## config.mk

```make
export PLATFORM = sky130hd
export DESIGN_NAME = rcs_stage
export DESIGN_NICKNAME = d
export VERILOG_FILES = /design/src/rtl/rcs_pkg.sv /design/src/rtl/rcs_cfg_decode.sv /design/src/rtl/rcs_flip_core.sv /design/src/rtl/rcs_out_reg.sv /design/src/rtl/rcs_stage.sv
export SDC_FILE = /design/constraint.sdc
export NUM_CORES = 1
export LEC_CHECK = 0
export ABC_CLOCK_PERIOD_IN_PS = 800
export CAP_MARGIN = 25
export CORE_AREA = 10 10 47 49
export CTS_BUF_LIST = sky130_fd_sc_hd__clkbuf_8
export DETAILED_ROUTE_END_ITERATION = 6
export DIE_AREA = 0 0 57 59
export DONT_BUFFER_PORTS = 1
export PLACE_DENSITY = 0.41
export SLEW_MARGIN = 15
export SYNTH_ARGS = -nofsm -noshare
export SYNTH_HDL_FRONTEND = slang
export SYNTH_HIERARCHICAL = 1
export SYNTH_SLANG_ARGS = --single-unit
```

## constraint.sdc

```tcl
create_clock -name clk -period 0.8 [get_ports clk]
set_input_delay 0.08 -clock clk [delete_from_list [all_inputs] [get_ports clk]]
set_output_delay 0.08 -clock clk [all_outputs]
set_load 0.005 [all_outputs]
```

## src/rtl/rcs_pkg.sv

```systemverilog
`timescale 1ns/1ps
package rcs_pkg;
  parameter int unsigned RCS_LINES = 4;
  localparam int unsigned RCS_SEL_W = $clog2(RCS_LINES);
  localparam int unsigned RCS_CTRL_W = RCS_LINES - 1;

  typedef logic [RCS_LINES-1:0]  word_t;
  typedef logic [RCS_SEL_W-1:0]  sel_t;
  typedef logic [RCS_CTRL_W-1:0] mask_t;

  // One-hot position of the target line.
  function automatic word_t tgt_onehot(sel_t s);
    return word_t'(1) << s;
  endfunction

  // Spread a relative control mask onto absolute lines, skipping the target.
  function automatic word_t expand_ctrl(sel_t s, mask_t m);
    word_t mw;
    word_t low;
    word_t high;
    mw   = word_t'(m);
    low  = mw & ((word_t'(1) << s) - word_t'(1));
    high = ((mw >> s) << s) << 1;
    return low | high;
  endfunction

  function automatic logic cfg_is_illegal(sel_t s, mask_t m);
    return (m == '0) || (int'(s) >= int'(RCS_LINES));
  endfunction

  // Full stage function on one word.
  function automatic word_t apply_gate(word_t d, sel_t s, mask_t m);
    word_t c;
    c = expand_ctrl(s, m);
    if (!cfg_is_illegal(s, m) && ((d & c) == c))
      return d ^ tgt_onehot(s);
    return d;
  endfunction
endpackage

```

## src/rtl/rcs_cfg_decode.sv

```systemverilog
`timescale 1ns/1ps
module rcs_cfg_decode
  import rcs_pkg::*;
(
  input  sel_t  tgt_sel,
  input  mask_t ctrl_mask,
  output word_t tgt_line,
  output word_t ctrl_lines,
  output logic  cfg_bad
);
  assign tgt_line   = tgt_onehot(tgt_sel);
  assign ctrl_lines = expand_ctrl(tgt_sel, ctrl_mask);
  assign cfg_bad    = cfg_is_illegal(tgt_sel, ctrl_mask);
endmodule

```

## src/rtl/rcs_flip_core.sv

```systemverilog
`timescale 1ns/1ps
module rcs_flip_core
  import rcs_pkg::*;
(
  input  word_t din,
  input  word_t tgt_line,
  input  word_t ctrl_lines,
  input  logic  cfg_bad,
  output word_t dout,
  output logic  fire
);
  logic ctrl_all_set;

  assign ctrl_all_set = ((din & ctrl_lines) == ctrl_lines);
  assign fire         = !cfg_bad && ctrl_all_set;

  for (genvar i = 0; i < int'(RCS_LINES); i++) begin : g_line
    assign dout[i] = din[i] ^ (tgt_line[i] & fire);
  end
endmodule

```

## src/rtl/rcs_out_reg.sv

```systemverilog
`timescale 1ns/1ps
module rcs_out_reg
  import rcs_pkg::*;
(
  input  logic  clk,
  input  logic  rst_n,
  input  logic  in_valid,
  input  word_t d_nxt,
  input  logic  err_nxt,
  output logic  out_valid,
  output word_t out_data,
  output logic  out_err
);
  always_ff @(posedge clk or negedge rst_n) begin
    if (!rst_n) begin
      out_valid <= 1'b0;
      out_err   <= 1'b0;
      out_data  <= '0;
    end else begin
      out_valid <= in_valid;
      out_err   <= in_valid & err_nxt;
      if (in_valid)
        out_data <= d_nxt;
    end
  end
endmodule

```

## src/rtl/rcs_stage.sv

```systemverilog
`timescale 1ns/1ps
module rcs_stage
  import rcs_pkg::*;
(
  input  logic                  clk,
  input  logic                  rst_n,
  input  logic                  in_valid,
  input  logic [RCS_LINES-1:0]  in_data,
  input  logic [RCS_SEL_W-1:0]  tgt_sel,
  input  logic [RCS_CTRL_W-1:0] ctrl_mask,
  output logic                  out_valid,
  output logic [RCS_LINES-1:0]  out_data,
  output logic                  out_err
);
  word_t tgt_line;
  word_t ctrl_lines;
  logic  cfg_bad;
  word_t d_nxt;
  logic  core_fire;

  rcs_cfg_decode u_dec (
    .tgt_sel    (tgt_sel),
    .ctrl_mask  (ctrl_mask),
    .tgt_line   (tgt_line),
    .ctrl_lines (ctrl_lines),
    .cfg_bad    (cfg_bad)
  );

  rcs_flip_core u_core (
    .din        (in_data),
    .tgt_line   (tgt_line),
    .ctrl_lines (ctrl_lines),
    .cfg_bad    (cfg_bad),
    .dout       (d_nxt),
    .fire       (core_fire)
  );

  rcs_out_reg u_reg (
    .clk       (clk),
    .rst_n     (rst_n),
    .in_valid  (in_valid),
    .d_nxt     (d_nxt),
    .err_nxt   (cfg_bad),
    .out_valid (out_valid),
    .out_data  (out_data),
    .out_err   (out_err)
  );
endmodule

```

==> flow_metrics.py <==
metrics = {
    "drt": {
        "via_count": 292,
        "viasPerCell": 4.42,
        "drt_pre_antenna_iters": 2,
        "drt_wl_total_um": 889,
        "drtIter0Drc": 2,
        "number_of_routed_nets_with_antenna_violations": 0,
        "remaining_drc_errors": 0,
        "wire_per_inst_um": 13.5,
    },
    "floorplan": {
        "design.core.area_um2": 1400,
        "die_height_um": 59,
        "ios": 18,
        "initial_utilization_pct": 27.1,
        "die_area_um2": 3360,
        "row_count": 14,
        "die_x_um": 57,
    },
    "global_routing": {
        "grt_max_degree": 8,
        "grt_pass1_wl_mm": 1.68,
        "antenna_found_initial": 0,
        "grt_pass1_vias": 368,
        "track_usage_pct": 6.30,
        "globalRouteOverflowTotal": 0,
    },
    "pwr": {
        "cellPowerDensity_nw_per_um2": 1890,
        "p_leak_nw": 0.239,
        "max-vdd-ir-drop_mv": 0.455,
    },
    "worst_setup_path": {
        "cp_slowest_cell": "sky130_fd_sc_hd__or4_4",
        "cp-start-kind": "input port",
        "ordered_cell_list_for_the_critical_path": "nor2_4 -> nor2b_1 -> nor2b_1 -> or4_4 -> nor2_4 -> mux2_4 -> mux2_4",
        "critical_path_buf_inv_count": 0,
        "worstSetupPathType": "in2reg",
        "worst_setup_path_end_kind": "register",
        "critical_path.top_delay_family": "simple AND/OR/NAND/NOR gates",
        "flop2flop_setup_slack_ns": 0.03,
        "critical_path.max_stage_delay_ns": 0.53,
        "crit_arrival_ns": 1.51,
        "worst-path-max-fanout": 7,
        "cp_data_required_time_ns": 0.90,
    },
    "synth": {
        "syn-instance-count": 40,
        "postSynthNetCount": 52,
        "yosys_warnings": 6,
        "synth.avg_cell_area_um2": 9.48,
        "synthesis.area_um2": 379,
    },
    "final_layout": {
        "area_delta_synth_final_pct": 41.9,
        "final_net_count": 64,
        "finish.instance_area_um2": 538,
        "antenna-diode-count": 0,
        "postLayoutCoreUtil_pct": 38.4,
        "drive_gt1_share_pct": 40.0,
    },
    "place": {
        "detailed_placement_wirelength_estimate_um": 770,
        "placedInstanceArea_um2": 454,
        "gpl.final_weighted_congestion": 0.666,
        "buffer_ports.inserted": 0,
    },
    "sta": {
        "max_slew.worst_pin.slew_ns": 0.265,
        "rsz0062_at_grt": "true",
        "clock-skew-final_ns": 0,
        "timing.final.ws_setup_ns": -0.610,
        "fin_crit_ns": 1.41,
        "timing.slew.headroom_pct": 82.2,
        "post-route-period-util_pct": 176,
        "slew_limit_fails": 0,
        "final_hold_viol_count": 0,
        "setup_viol": 5,
        "fmax_mhz": 709,
    },
    "status": {
        "run_status": "finished with violations",
        "failed_checks": "setup timing",
    },
    "min_path": {
        "type_of_the_tightest_min_delay_check": "in2reg",
    },
    "clocking": {
        "cts_made_buffers": 3,
        "cts_htree_levels": 1,
        "clk_transition_reported_paths_ns": 0.03,
        "cts_tree": "done",
        "ctsRootBufferMaster": "sky130_fd_sc_hd__clkbuf_8",
        "clock-sinks": 6,
        "clock_insertion_delay_worst_skew_ns": 0.22,
        "cts.repair_timing.setup_buffer_count": 0,
        "clock_tree_buf_depth": 2,
    },
    "job": {
        "maxCapViolations": 0,
    },
}
## routing by layer
| metal | GRT usage, % | up-vias | wire length (µm) |
|---|---|---|---|
| met5 | 0 | - | 0 |
| met4 | 4.03 | 0 | 0 |
| met3 | 6.01 | 0 | 172 |
| met2 | 9.77 | 14 | 409 |
| met1 | 5.07 | 128 | 307 |
| li1 | - | 150 | - |
## what timing repair did
action                     CTS  global route
hold endpoints to repair     7             0
gates resized for setup      7             0
pin swaps                    1             0
hold buffers                 2             0
setup endpoints to repair    8             8
cloned                       0             0
## flip-flops by register name (all words and copies together), names as in the netlist
| signal | flops |
|---|---|
| u_reg/out_data | 4 |
| u_reg/out_err | 1 |
| u_reg/out_valid | 1 |
## cell usage in the layout, fill, tap and decap left out
master                          n
sky130_fd_sc_hd__and2_1         1
sky130_fd_sc_hd__or4_4          1
sky130_fd_sc_hd__buf_4          1
sky130_fd_sc_hd__mux2_4         2
sky130_fd_sc_hd__nor2_2         3
sky130_fd_sc_hd__and2b_1        1
sky130_fd_sc_hd__o21ai_0        1
sky130_fd_sc_hd__nor2b_1        6
sky130_fd_sc_hd__nor2_4         2
sky130_fd_sc_hd__xor2_1         3
sky130_fd_sc_hd__a22o_1         1
sky130_fd_sc_hd__nand2_1        3
sky130_fd_sc_hd__mux2_2         3
sky130_fd_sc_hd__nor2_1         1
sky130_fd_sc_hd__and2_2         1
sky130_fd_sc_hd__dfrtp_1        6
sky130_fd_sc_hd__nand2b_1       1
sky130_fd_sc_hd__inv_1          2
sky130_fd_sc_hd__clkbuf_8       3
sky130_fd_sc_hd__nor3_1         1
sky130_fd_sc_hd__dlygate4sd3_1  2
sky130_fd_sc_hd__nand3_1        1
sky130_fd_sc_hd__buf_6          4
## worst paths after layout
path / start / end / depth (start not counted)
max: tgt_sel[1] / u_reg/out_data[3]$_DFFE_PN0P_ / 7
max in group asynchronous: rst_n / u_reg/out_data[2]$_DFFE_PN0P_ / 1
max reg2reg: u_reg/out_data[0]$_DFFE_PN0P_ / u_reg/out_data[0]$_DFFE_PN0P_ / 1
min in group asynchronous: rst_n / u_reg/out_data[1]$_DFFE_PN0P_ / 1
min reg2reg: u_reg/out_data[3]$_DFFE_PN0P_ / u_reg/out_data[3]$_DFFE_PN0P_ / 1
min: in_valid / u_reg/out_err$_DFF_PN0_ / 1
## through the flow
stage | setup slack, ns | power [mW] | TNS, ns | hold slack [ns] | std cells
2_1_floorplan | -0.851 | 0.470 | -2.80 | -0.216 | 40
3_3_place_gp | -0.859 | 0.538 | -3.27 | -0.215 | 61
3_5_place_dp | -0.863 | 0.543 | -3.34 | -0.215 | 61
4_1_cts | -0.609 | 1.04 | -2.39 | 0.0106 | 66
5_1_grt | -0.657 | 1.09 | -2.71 | 0.0111 | 66
6_report | -0.610 | 1.02 | -2.33 | 0.0181 | 66
## power breakdown
part | internal, mW | switching, mW | leakage (nW) | total, mW
Sequential | 0.339 | 0.0232 | 0.0723 | 0.362
Clock | 0.322 | 0.118 | 0.0216 | 0.440
Combinational | 0.143 | 0.0710 | 0.145 | 0.214
Total | 0.804 | 0.212 | 0.239 | 1.02
## layout make-up
cell class	instances	area, µm²
repair buffers	7	72.6
flip-flops and latches	6	150
well taps	16	20.0
fillers	138	863
multi-input cells	32	246
clock buffers	3	41.3
inverters	2	7.51
Power figures use the tool's default switching activity.
